<file path="src/rtl/tmg_pkg.sv">
package tmg_pkg;

  typedef struct packed {
    logic [4:0] ck_log2;  // log2 of programmable clock period in ticks
    logic [4:0] ch_log2;  // log2 of channel length in ticks
  } rate_cfg_t;

  // Clock period exponent for a rate code; tw is log2 of ticks per frame.
  function automatic logic [4:0] prog_log2(input logic [1:0] code, input logic fast,
                                           input int unsigned tw);
    int unsigned v;
    case (code)
      2'd0:    v = tw - 9;
      2'd1:    v = tw - 10;
      2'd2:    v = tw - 11;
      default: v = fast ? tw - 12 : tw - 11;
    endcase
    return v[4:0];
  endfunction

  // Channel length exponent: 32 channels per frame at code 0, doubling per step.
  function automatic logic [4:0] chan_log2(input logic [1:0] code, input int unsigned tw);
    int unsigned v;
    v = tw - 5 - 32'(code);
    return v[4:0];
  endfunction

  // Clock is high in the first half of each period.
  function automatic logic clk_high(input int unsigned tick, input logic [4:0] lg);
    int unsigned s;
    s = 32'(lg) - 32'd1;
    return ((tick >> s) & 32'd1) == 32'd0;
  endfunction

  // Active-low pulse straddling tick 0 by half a period on each side.
  function automatic logic frame_pulse_n(input int unsigned tick, input int unsigned mask,
                                         input logic [4:0] lg);
    int unsigned half;
    half = 32'd1 << (32'(lg) - 32'd1);
    return ((tick + half) & mask) >= (half << 1);
  endfunction

  // Start tick of an offset pulse; the mask gives the modulo wrap.
  function automatic int unsigned ofs_start(input int unsigned off, input logic [4:0] lg,
                                            input int unsigned mask);
    return (off << lg) & mask;
  endfunction

  // Active-low pulse one eighth of a channel long starting at start.
  function automatic logic ofs_pulse_n(input int unsigned tick, input int unsigned start,
                                       input logic [4:0] lg, input int unsigned mask);
    int unsigned w;
    w = 32'd1 << (32'(lg) - 32'd3);
    return ((tick - start) & mask) >= w;
  endfunction

endpackage

</file>
<file path="src/rtl/tmg_frame_ctr.sv">
module tmg_frame_ctr #(
  parameter int TICK_W = 13
) (
  input  logic              clk,
  input  logic              rst_n,
  output logic [TICK_W-1:0] tick_q,
  output logic [TICK_W-1:0] tick_nxt,
  output logic              at_bound_nxt,
  output logic              at_mid_nxt,
  output logic              at_bound_q,
  output logic              at_mid_q
);
  localparam logic [TICK_W-1:0] LAST = '1;
  localparam logic [TICK_W-1:0] MID  = {1'b1, {(TICK_W-1){1'b0}}};

  assign tick_nxt     = tick_q + 1'b1;
  assign at_bound_nxt = (tick_nxt == '0);
  assign at_mid_nxt   = (tick_nxt == MID);
  assign at_bound_q   = (tick_q == '0);
  assign at_mid_q     = (tick_q == MID);

  always_ff @(posedge clk) begin
    if (!rst_n) tick_q <= '0;
    else        tick_q <= tick_nxt;
  end

  AST_TICK_WRAP: assert property (@(posedge clk) disable iff (!rst_n)
    (tick_q == LAST) |=> (tick_q == '0));

endmodule

</file>
<file path="src/rtl/tmg_cfg_ctrl.sv">
module tmg_cfg_ctrl
  import tmg_pkg::*;
#(
  parameter int TICK_W  = 13,
  parameter int NUM_OFS = 3,
  parameter int OFS_W   = 8
) (
  input  logic                     clk,
  input  logic                     rst_n,
  input  logic                     fast_en,
  input  logic [1:0]               prog_rate,
  input  logic [1:0]               ofs_rate,
  input  logic [NUM_OFS*OFS_W-1:0] ofs_chan,
  input  logic                     at_mid_nxt,
  input  logic                     at_bound_nxt,
  input  logic                     at_mid_q,
  input  logic                     at_bound_q,
  output logic [4:0]               pend_ck_nxt,
  output rate_cfg_t                act_q,
  output rate_cfg_t                act_nxt,
  output logic [NUM_OFS*OFS_W-1:0] ofs_act_q,
  output logic [NUM_OFS*OFS_W-1:0] ofs_act_nxt
);
  localparam rate_cfg_t CFG_RST = '{ck_log2: prog_log2(2'd0, 1'b0, TICK_W),
                                     ch_log2: chan_log2(2'd0, TICK_W)};

  rate_cfg_t                pend_q, pend_nxt;
  logic [NUM_OFS*OFS_W-1:0] ofs_pend_q, ofs_pend_nxt;

  // Capture at half frame, apply at frame boundary.
  always_comb begin
    pend_nxt     = pend_q;
    ofs_pend_nxt = ofs_pend_q;
    if (at_mid_nxt) begin
      pend_nxt.ck_log2 = prog_log2(prog_rate, fast_en, TICK_W);
      pend_nxt.ch_log2 = chan_log2(ofs_rate, TICK_W);
      ofs_pend_nxt     = ofs_chan;
    end
    act_nxt     = at_bound_nxt ? pend_q     : act_q;
    ofs_act_nxt = at_bound_nxt ? ofs_pend_q : ofs_act_q;
  end

  assign pend_ck_nxt = pend_nxt.ck_log2;

  always_ff @(posedge clk) begin
    if (!rst_n) begin
      pend_q     <= CFG_RST;
      act_q      <= CFG_RST;
      ofs_pend_q <= '0;
      ofs_act_q  <= '0;
    end else begin
      pend_q     <= pend_nxt;
      act_q      <= act_nxt;
      ofs_pend_q <= ofs_pend_nxt;
      ofs_act_q  <= ofs_act_nxt;
    end
  end

  AST_ACT_HOLD: assert property (@(posedge clk) disable iff (!rst_n)
    !at_bound_q |-> ($stable(act_q) && $stable(ofs_act_q)));
  AST_PEND_HOLD: assert property (@(posedge clk) disable iff (!rst_n)
    !at_mid_q |-> ($stable(pend_q) && $stable(ofs_pend_q)));

endmodule

</file>
<file path="src/rtl/tmg_clk_pulse.sv">
module tmg_clk_pulse
  import tmg_pkg::*;
#(
  parameter int TICK_W = 13
) (
  input  logic              clk,
  input  logic              rst_n,
  input  logic [TICK_W-1:0] tick_nxt,
  input  logic              at_bound_q,
  input  logic [4:0]        ck_log2_nxt,
  input  logic [4:0]        fp_log2_nxt,
  input  logic [4:0]        ck_log2_q,
  output logic              ck,
  output logic              fp_n
);
  localparam int unsigned FMASK = (32'd1 << TICK_W) - 32'd1;

  logic ck_nxt, fp_n_nxt;
  assign ck_nxt   = clk_high(32'(tick_nxt), ck_log2_nxt);
  assign fp_n_nxt = frame_pulse_n(32'(tick_nxt), FMASK, fp_log2_nxt);

  always_ff @(posedge clk) begin
    if (!rst_n) begin
      ck   <= 1'b1;
      fp_n <= 1'b0;
    end else begin
      ck   <= ck_nxt;
      fp_n <= fp_n_nxt;
    end
  end

  // Width monitor for the assertions.
  logic [TICK_W-1:0] low_run;
  logic              armed;
  always_ff @(posedge clk) begin
    if (!rst_n) begin
      low_run <= '0;
      armed   <= 1'b0;
    end else begin
      low_run <= fp_n ? '0 : low_run + 1'b1;
      armed   <= armed | fp_n;
    end
  end

  AST_BOUND_ALIGN: assert property (@(posedge clk) disable iff (!rst_n)
    at_bound_q |-> (ck && !fp_n));
  AST_PULSE_WIDTH: assert property (@(posedge clk) disable iff (!rst_n)
    (armed && $rose(fp_n)) |-> (low_run == (TICK_W'(1) << ck_log2_q)));

endmodule

</file>
<file path="src/rtl/tmg_ofs_pulse.sv">
module tmg_ofs_pulse
  import tmg_pkg::*;
#(
  parameter int TICK_W = 13,
  parameter int OFS_W  = 8
) (
  input  logic              clk,
  input  logic              rst_n,
  input  logic [TICK_W-1:0] tick_nxt,
  input  logic [TICK_W-1:0] tick_q,
  input  logic [OFS_W-1:0]  off_nxt,
  input  logic [4:0]        ch_log2_nxt,
  input  logic [4:0]        ch_log2_q,
  output logic              fp_n
);
  localparam int unsigned FMASK = (32'd1 << TICK_W) - 32'd1;

  int unsigned start_nxt;
  logic        fp_n_nxt;
  assign start_nxt = ofs_start(32'(off_nxt), ch_log2_nxt, FMASK);
  assign fp_n_nxt  = ofs_pulse_n(32'(tick_nxt), start_nxt, ch_log2_nxt, FMASK);

  always_ff @(posedge clk) begin
    if (!rst_n) fp_n <= 1'b0;
    else        fp_n <= fp_n_nxt;
  end

  logic [TICK_W-1:0] low_run;
  logic              armed;
  always_ff @(posedge clk) begin
    if (!rst_n) begin
      low_run <= '0;
      armed   <= 1'b0;
    end else begin
      low_run <= fp_n ? '0 : low_run + 1'b1;
      armed   <= armed | fp_n;
    end
  end

  AST_OFS_WIDTH: assert property (@(posedge clk) disable iff (!rst_n)
    (armed && $rose(fp_n)) |-> (low_run == (TICK_W'(1) << (ch_log2_q - 5'd3))));
  AST_OFS_ALIGN: assert property (@(posedge clk) disable iff (!rst_n)
    $fell(fp_n) |-> ((tick_q & ~({TICK_W{1'b1}} << ch_log2_q)) == '0));

endmodule

</file>
<file path="src/rtl/tdm_timing_gen.sv">
module tdm_timing_gen
  import tmg_pkg::*;
#(
  parameter int TICK_W  = 13,
  parameter int NUM_OFS = 3,
  parameter int OFS_W   = 8
) (
  input  logic                     clk,
  input  logic                     rst_n,
  input  logic                     fast_en,
  input  logic [1:0]               prog_rate,
  input  logic [1:0]               ofs_rate,
  input  logic [NUM_OFS*OFS_W-1:0] ofs_chan,
  output logic [2:0]               ck_fixed,
  output logic [2:0]               fp_fixed_n,
  output logic                     ck_prog,
  output logic                     fp_prog_n,
  output logic [NUM_OFS-1:0]       fp_ofs_n
);
  localparam int NUM_FIX = 3;

  logic [TICK_W-1:0]        tick_q, tick_nxt;
  logic                     at_bound_nxt, at_mid_nxt, at_bound_q, at_mid_q;
  logic [4:0]               pend_ck_nxt;
  rate_cfg_t                act_q, act_nxt;
  logic [NUM_OFS*OFS_W-1:0] ofs_act_q, ofs_act_nxt;
  logic [4:0]               prog_fp_log2_nxt;

  tmg_frame_ctr #(.TICK_W(TICK_W)) u_ctr (
    .clk(clk), .rst_n(rst_n), .tick_q(tick_q), .tick_nxt(tick_nxt),
    .at_bound_nxt(at_bound_nxt), .at_mid_nxt(at_mid_nxt),
    .at_bound_q(at_bound_q), .at_mid_q(at_mid_q));

  tmg_cfg_ctrl #(.TICK_W(TICK_W), .NUM_OFS(NUM_OFS), .OFS_W(OFS_W)) u_cfg (
    .clk(clk), .rst_n(rst_n), .fast_en(fast_en), .prog_rate(prog_rate),
    .ofs_rate(ofs_rate), .ofs_chan(ofs_chan),
    .at_mid_nxt(at_mid_nxt), .at_bound_nxt(at_bound_nxt),
    .at_mid_q(at_mid_q), .at_bound_q(at_bound_q),
    .pend_ck_nxt(pend_ck_nxt), .act_q(act_q), .act_nxt(act_nxt),
    .ofs_act_q(ofs_act_q), .ofs_act_nxt(ofs_act_nxt));

  // Fixed-rate clocks: each index doubles the rate.
  for (genvar i = 0; i < NUM_FIX; i++) begin : g_fix
    localparam logic [4:0] FL = 5'(TICK_W - 9 - i);
    tmg_clk_pulse #(.TICK_W(TICK_W)) u_fix (
      .clk(clk), .rst_n(rst_n), .tick_nxt(tick_nxt), .at_bound_q(at_bound_q),
      .ck_log2_nxt(FL), .fp_log2_nxt(FL), .ck_log2_q(FL),
      .ck(ck_fixed[i]), .fp_n(fp_fixed_n[i]));
  end

  // The leading half of the pulse (second half of frame) uses the pending rate.
  assign prog_fp_log2_nxt = tick_nxt[TICK_W-1] ? pend_ck_nxt : act_nxt.ck_log2;

  tmg_clk_pulse #(.TICK_W(TICK_W)) u_prog (
    .clk(clk), .rst_n(rst_n), .tick_nxt(tick_nxt), .at_bound_q(at_bound_q),
    .ck_log2_nxt(act_nxt.ck_log2), .fp_log2_nxt(prog_fp_log2_nxt),
    .ck_log2_q(act_q.ck_log2), .ck(ck_prog), .fp_n(fp_prog_n));

  for (genvar n = 0; n < NUM_OFS; n++) begin : g_ofs
    tmg_ofs_pulse #(.TICK_W(TICK_W), .OFS_W(OFS_W)) u_ofs (
      .clk(clk), .rst_n(rst_n), .tick_nxt(tick_nxt), .tick_q(tick_q),
      .off_nxt(ofs_act_nxt[n*OFS_W +: OFS_W]), .ch_log2_nxt(act_nxt.ch_log2),
      .ch_log2_q(act_q.ch_log2), .fp_n(fp_ofs_n[n]));
  end

endmodule

</file>
<file path="config.mk">
export PLATFORM = sky130hd
export DESIGN_NAME = tdm_timing_gen
export DESIGN_NICKNAME = d
export VERILOG_FILES = /design/src/rtl/tmg_pkg.sv /design/src/rtl/tmg_frame_ctr.sv /design/src/rtl/tmg_cfg_ctrl.sv /design/src/rtl/tmg_clk_pulse.sv /design/src/rtl/tmg_ofs_pulse.sv /design/src/rtl/tdm_timing_gen.sv
export SDC_FILE = /design/constraint.sdc
export NUM_CORES = 1
export LEC_CHECK = 0
export BUFFER_PORTS_ARGS = -buffer_cell sky130_fd_sc_hd__buf_2
export CAP_MARGIN = 20
export CORE_ASPECT_RATIO = 1.1
export CORE_MARGIN = 2
export CORE_UTILIZATION = 32
export DETAILED_ROUTE_END_ITERATION = 16
export PLACE_DENSITY = 0.55
export SYNTH_ARGS = -nofsm -noshare
export SYNTH_HDL_FRONTEND = slang
export SYNTH_SLANG_ARGS = --single-unit
</file>
<file path="constraint.sdc">
create_clock -name clk -period 7.3 [get_ports clk]
set_clock_uncertainty 0.15 [all_clocks]
set_input_delay 1.095 -clock clk [delete_from_list [all_inputs] [get_ports clk]]
set_output_delay 1.095 -clock clk [all_outputs]
set_load 0.005 [all_outputs]
</file>
==> results of run 1 <==
## logic make-up after synthesis
kind of cell / Yosys count / share of synthesized area
buffers and inverters: 135 / 0.0619
muxes: 59 / 0.0652
and+or+nand+nor: 477 / 0.229
adders and majority gates: 116 / 0.152
DFF: 91 / 0.188
AOI/OAI and AO/OA: 346 / 0.248
xor gates and xnor gates: 57 / 0.0563
## registers in the layout (all words and copies together), names as in the netlist
signal and count:
u_cfg.act_q 10, g_fix.u_fix.ck 3, u_ctr.tick_q 13, u_prog.ck 1
u_cfg.pend_q 9, u_prog.fp_n 1, g_fix.u_fix.fp_n 3, u_cfg.ofs_act_q 24
u_cfg.ofs_pend_q 24, g_ofs.u_ofs.fp_n 3
## worst reg2reg max path, delay by kind of cell, from the launching register on
| kind | cells | cell delay, ns |
|---|---|---|
| AOI/OAI and AO/OA | 13 | 2.25 |
| xor gates and xnor gates | 2 | 0.42 |
| muxes | 1 | 0.27 |
| and+or+nand+nor | 7 | 1.86 |
| DFF | 1 | 0.37 |
| adders and majority gates | 3 | 0.74 |
| buffers and inverters | 3 | 0.59 |
## routing by layer
layer  GRT usage  share of wire  routed length [um]
met2       0.272           0.45               12000
met3      0.0231          0.037                 994
met4      0.0529          0.020                 544
met5           0              0                   0
met1       0.244           0.49               13200
## where the power goes
| group | internal, W | switching, W |
|---|---|---|
| Sequential | 0.000507 | 0.00000359 |
| Combinational | 0.000191 | 0.000206 |
| Clock | 0.000237 | 0.000236 |
## how the worst max path moves through the flow
stage,start,slack (ns),to,cells past startpoint
2_1_floorplan,u_ctr.tick_q[0],0.61,g_ofs[0].u_ofs.fp_n,30
3_3_place_gp,u_ctr.tick_q[1],0.25,g_ofs[0].u_ofs.fp_n,31
3_5_place_dp,u_ctr.tick_q[1],0.14,g_ofs[0].u_ofs.fp_n,31
4_1_cts,u_ctr.tick_q[1],0.1,g_ofs[0].u_ofs.fp_n,31
5_1_grt,u_ctr.tick_q[0],-0.003,u_prog.fp_n,35
6_report,u_ctr.tick_q[1],0.54,g_ofs[1].u_ofs.fp_n,29
## synth_stat cells (23+ instances only)
| library cell | count |
|---|---|
| xnor2_1 | 36 |
| dfxtp_1 | 91 |
| nand2_1 | 222 |
| inv_1 | 61 |
| nor3_1 | 27 |
| o21ai_0 | 57 |
| mux2i_1 | 47 |
| clkbuf_1 | 45 |
| a21o_1 | 40 |
| a21oi_1 | 79 |
| a21boi_0 | 59 |
| nand3_1 | 23 |
| nor2b_1 | 32 |
| ha_1 | 112 |
| nor2_1 | 86 |
## cell type report
| class | count | area [um^2] |
|---|---|---|
| well taps | 374 | 468 |
| clock inverters | 7 | 58.8 |
| multi-input cells | 1055 | 7330 |
| clock buffers | 9 | 225 |
| fillers | 3147 | 19000 |
| repair buffers | 75 | 464 |
| inverters | 65 | 249 |
| flip-flops and latches | 91 | 1820 |
## metrics by stage
step	total power, W	utilization	setup TNS [ns]
4_1_cts	0.00139	0.354	0
6_report	0.00138	0.358	0
3_3_place_gp	0.000911	0.345	0
2_1_floorplan	0.000837	-	0
3_5_place_dp	0.000916	0.345	0
5_1_grt	0.00147	0.358	-0.00332
## timing repair
action,CTS,global route
resized for setup,0,12
setup buffers,0,8
setup endpoints to repair,0,4
==> metrics.cfg, run 1 <==
[setup_path]
reg2reg_setup_slack_ns = 0.54
crit_top_cell = a21o_1
critPathArrivalTime_ns = 6.86
cp_slowest_cell = or4_4
ff2ff_path_depth = 29
cp_max_fo = 17
critPathLaunchType = flip-flop
crit_required_ns = 7.39
reg2reg_to = g_ofs[1].u_ofs.fp_n
max_stage_delay_ns = 0.65
crit_type = flip-flop to flip-flop
crit_family = compound AO/OA/AOI/OAI gates
reg2reg_from = u_ctr.tick_q[1]
worst-path-buf-inv = 3
critPathCaptureType = flip-flop

[clocking]
cts-root-buf = clkbuf_16
clkLatencyLatePin_ns = 0.37
cts_buffers = 9
htree_levels = 3
cts.sinks = 91
cts.clk_slew.worst_paths_ns = 0.07
cts_tree = yes
cts_hold_buf = 0
clock_path_buffers = 2

[sta]
holdWs_ns = 0.330
slew-limit-headroom = 0.459
maxSlewViolCount = 0
finalSetupViolCount = 0
fin_ws_ns = 0.537
worstMarginPinSlew_ns = 0.812
timing.fmax_mhz = 148
period_minus_slack_ns = 6.76
period_share = 0.926
finalHoldViolCount = 0

[finish]
syn_to_final_growth_pct = 9.71
drive_above_1_share = 0.121
final_cell_mix = nand2_1 (222), ha_1 (109), dfxtp_1 (90), nor2_1 (84), a21oi_1 (79)
stdcell_count = 1676
n_antenna_cell = 0
fin_area_um2 = 10600
final_nets = 1443
final_common_cell = nand2_1

[placement]
place.gp.congestion = 0.885
place_ws_ns = 0.136
dp_hpwl_um = 20400
io_buffers = 41
placed_area_um2 = 10200
placed_cells = 1652

[power_and_ir_drop]
leakagePower_nw = 4.42
p_per_area_nw_per_um2 = 130
ir_worst_vdd_mv = 0.151

[global_routing]
grt_max_degree = 87
grt_pass1_wl_um = 44300
antenna_found_initial = 1
grt_usage = 0.172
overflow = 0
grt_pass1_vias = 8456

[hold_path]
hp-class = flip-flop to flip-flop
min_to = u_cfg.ofs_act_q[5]
min_from = u_cfg.ofs_act_q[5]
hold-path-cell-count = 2

[floorplanning]
num_rows = 66
io_pins = 42
start_util = 0.326
fp.dieW_um = 170
coreArea_um2 = 29600
die_y_um = 186
die-area_um2 = 31600

[run]
maxCapViolations = 0

[route]
drt_pass1_iterations = 5
wirelength_um = 26700
vias = 8903
drcViolationCount = 0
routed_via_density = 5.31
wire_per_inst_um = 16.0
ant_nets = 0
first_iter_violations = 526

[synthesis]
async_flop_share = 0
synthCells = 1281
syn-num-nets = 1427
yosysTopAreaCell = dfxtp_1
yosys-top-cells-area = dfxtp_1 (19%), ha_1 (14%), nand2_1 (8.6%)
synth.distinct_cells = 95
syn-cell-area_um2 = 9680
ys_ff_latch = 91
synth_warnings = 0
synth_edf_count = 0
synthFlopType = dfxtp_1
syn_area_per_cell_um2 = 7.55
netlist.area_leader.share = 0.188
ys_seq_area_frac = 0.188

[outcome]
status = complete, no violations

Power figures use the tool's default switching activity.
==> inputs of run 2 (changes only) <==
REMOVE_ABC_BUFFERS = 1   (was not set)
==> run 2 against run 1 <==
Clock-buffer cell count unchanged; combinational power up 2%; register-to-register slack worse by 0.04 ns; sequential share of layout area about the same.
==> metrics.cfg, run 2 (same netlist as run 1, synthesis figures left out) <==
[floorplanning]
die-area_um2 = 31600  ; unchanged
num_rows = 66  ; unchanged
start_util = 0.326  ; unchanged
die_y_um = 186  ; unchanged
coreArea_um2 = 29600  ; unchanged
fp.dieW_um = 170  ; unchanged
io_pins = 42  ; unchanged

[global_routing]
overflow = 0  ; unchanged
grt_pass1_vias = 8713  ; was 8456
grt_max_degree = 87  ; unchanged
antenna_found_initial = 0  ; was 1
grt_pass1_wl_um = 45500  ; was 44300 um
grt_usage = 0.178  ; was 0.172

[power_and_ir_drop]
power_frac_comb = 0.285  ; was 0.287
p_total_w = 0.00141  ; was 0.00138 W
internal_power_w = 0.000943  ; was 0.000935 W
p_per_area_nw_per_um2 = 133  ; was 130 nW/um^2
p_sw_frac = 0.332  ; was 0.322
seqPwrFrac = 0.362  ; was 0.370
ir_worst_vdd_mv = 0.105  ; was 0.151 mV
leakagePower_nw = 4.43  ; was 4.42 nW
power_switching_w = 0.000469  ; was 0.000445 W
clock_power_share = 0.353  ; was 0.342

[setup_path]
crit_required_ns = 7.41  ; was 7.39 ns
cp_max_fo = 10  ; was 17
reg2reg_setup_slack_ns = 0.50  ; was 0.54 ns
crit_type = flip-flop to flip-flop  ; unchanged
reg2reg_from = u_ctr.tick_q[5]  ; was u_ctr.tick_q[1]
critPathLaunchType = flip-flop  ; unchanged
startpoint = u_ctr.tick_q[5]  ; was u_ctr.tick_q[1]
max_stage_delay_ns = 0.61  ; was 0.65 ns
critPathCaptureType = flip-flop  ; unchanged
critPathArrivalTime_ns = 6.91  ; was 6.86 ns
cp_slowest_cell = dfxtp_1  ; was or4_4

[clocking]
htree_levels = 3  ; unchanged
cts_buffers = 9  ; unchanged
cts_hold_buf = 0  ; unchanged
cts_tree = yes  ; unchanged
cts-root-buf = clkbuf_16  ; unchanged
cts.sinks = 91  ; unchanged
cts.clk_slew.worst_paths_ns = 0.09  ; was 0.07 ns
clock_path_buffers = 2  ; unchanged
clkLatencyLatePin_ns = 0.37  ; about the same

[finish]
n_antenna_cell = 0  ; unchanged
nFillCells = 3193  ; was 3147
reg_top3 = u_cfg.ofs_act_q: 24 flops, u_cfg.ofs_pend_q: 24 flops, u_ctr.tick_q: 13 flops  ; unchanged
drive_above_1_share = 0.116  ; was 0.121
fin_area_um2 = 10600  ; about the same
final_nets = 1441  ; was 1443
final_cell_mix = nand2_1 (222), ha_1 (111), dfxtp_1 (90), nor2_1 (85), a21oi_1 (79)  ; was nand2_1 (222), ha_1 (109), dfxtp_1 (90), nor2_1 (84), a21oi_1 (79)
syn_to_final_growth_pct = 9.70  ; was 9.71%
final_common_cell = nand2_1  ; unchanged

[sta]
worstMarginPinSlew_ns = 0.801  ; was 0.812 ns
maxSlewViolCount = 0  ; unchanged
period_minus_slack_ns = 6.80  ; was 6.76 ns
period_share = 0.931  ; was 0.926
holdWs_ns = 0.331  ; was 0.330 ns
slew-limit-headroom = 0.451  ; was 0.459
rsz0062_at_grt = yes
finalSetupViolCount = 0  ; unchanged
timing.fmax_mhz = 147  ; was 148 MHz
finalHoldViolCount = 0  ; unchanged

[route]
first_iter_violations = 599  ; was 526
wirelength_um = 27600  ; was 26700 um
ant_nets = 0  ; unchanged
vias = 8915  ; was 8903
routed_via_density = 5.33  ; was 5.31
drt_pass1_iterations = 5  ; unchanged
drcViolationCount = 0  ; unchanged
wire_per_inst_um = 16.5  ; was 16.0 um

[hold_path]
min_from = u_cfg.ofs_act_q[19]  ; was u_cfg.ofs_act_q[5]
hp-class = flip-flop to flip-flop  ; unchanged

[placement]
place.gp.congestion = 0.932  ; was 0.885
placed_area_um2 = 10300  ; was 10200 um^2
io_buffers = 41  ; unchanged
dp_hpwl_um = 21400  ; was 20400 um

[outcome]
status = complete, no violations  ; unchanged

[run]
maxCapViolations = 0  ; unchanged

-- run 2: cell types whose count changed in the layout (fill, tap and decap cells not counted), moves of 2 or more --
cell | previous run | this run
ha_1 | 109 | 111
ha_2 | 3 | 1
clkinvlp_4 | 3 | 0
inv_8 | 2 | 0
clkinv_8 | 0 | 4
-- run 2: timing repair --
item / in CTS / in global routing
buffers inserted: 0 / 1
resized for setup: 0 / 8
endpoints found under the setup margin: 0 / 3
-- run 2: per-stage QoR --
stage,util,setup TNS (ns),std cells,setup WS [ns]
2_1_floorplan,-,-8.68,1211,-2.91
3_3_place_gp,0.346,0,1657,0.464
3_5_place_dp,0.346,0,1657,0.396
4_1_cts,0.357,0,1673,0.373
5_1_grt,0.358,-0.0269,1674,-0.0269
6_report,0.358,0,1674,0.500
-- run 2: layout make-up --
class | instances | area, um^2 | area share
clock buffer | 9 | 225 | 0.0212
clock inverter | 7 | 91.3 | 0.00861
inverter | 65 | 249 | 0.0235
multi-input combinational | 1055 | 7310 | 0.689
sequential | 91 | 1820 | 0.172
tap | 374 | 468 | 0.0441
timing repair buffer | 73 | 445 | 0.0420
-- run 2: power groups by stage --
stage | sequential, W | combinational [W] | clock, W
floorplan | 0.000524 | 0.000296 | 0
global placement | 0.000523 | 0.000395 | 0
detailed placement | 0.000523 | 0.000401 | 0
CTS | 0.000511 | 0.000404 | 0.000511
global route | 0.000513 | 0.000460 | 0.000524
finish | 0.000511 | 0.000403 | 0.000499
-- run 2: routing by layer --
| layer | part of all wire | global-route usage | vias to the layer above |
|---|---|---|---|
| met1 | 0.43 | 0.215 | 4104 |
| met3 | 0.037 | 0.0212 | 72 |
| met5 | 0 | 0 | - |
| met4 | 0.045 | 0.0825 | 0 |
| li1 | - | - | 4531 |
| met2 | 0.49 | 0.314 | 208 |
-- run 2: final timing paths --
| check | end | depth (start not counted) |
|---|---|---|
| hold / removal | u_cfg.ofs_act_q[19] | 2 |
| setup reg to reg | u_prog.fp_n | 31 |
| setup / recovery | u_prog.fp_n | 31 |
| hold reg to reg | u_cfg.ofs_act_q[19] | 2 |
-- run 2: worst max-delay path, delay by kind of cell (launching register included) --
kind,cells,cell delay [ns]
AO/OA/AOI/OAI,14,3.03
AND/OR/NAND/NOR,9,1.56
adder cells (fa/ha/maj),3,0.71
flip-flops,1,0.61
XOR/XNOR,2,0.39
buffers and inverters,3,0.24
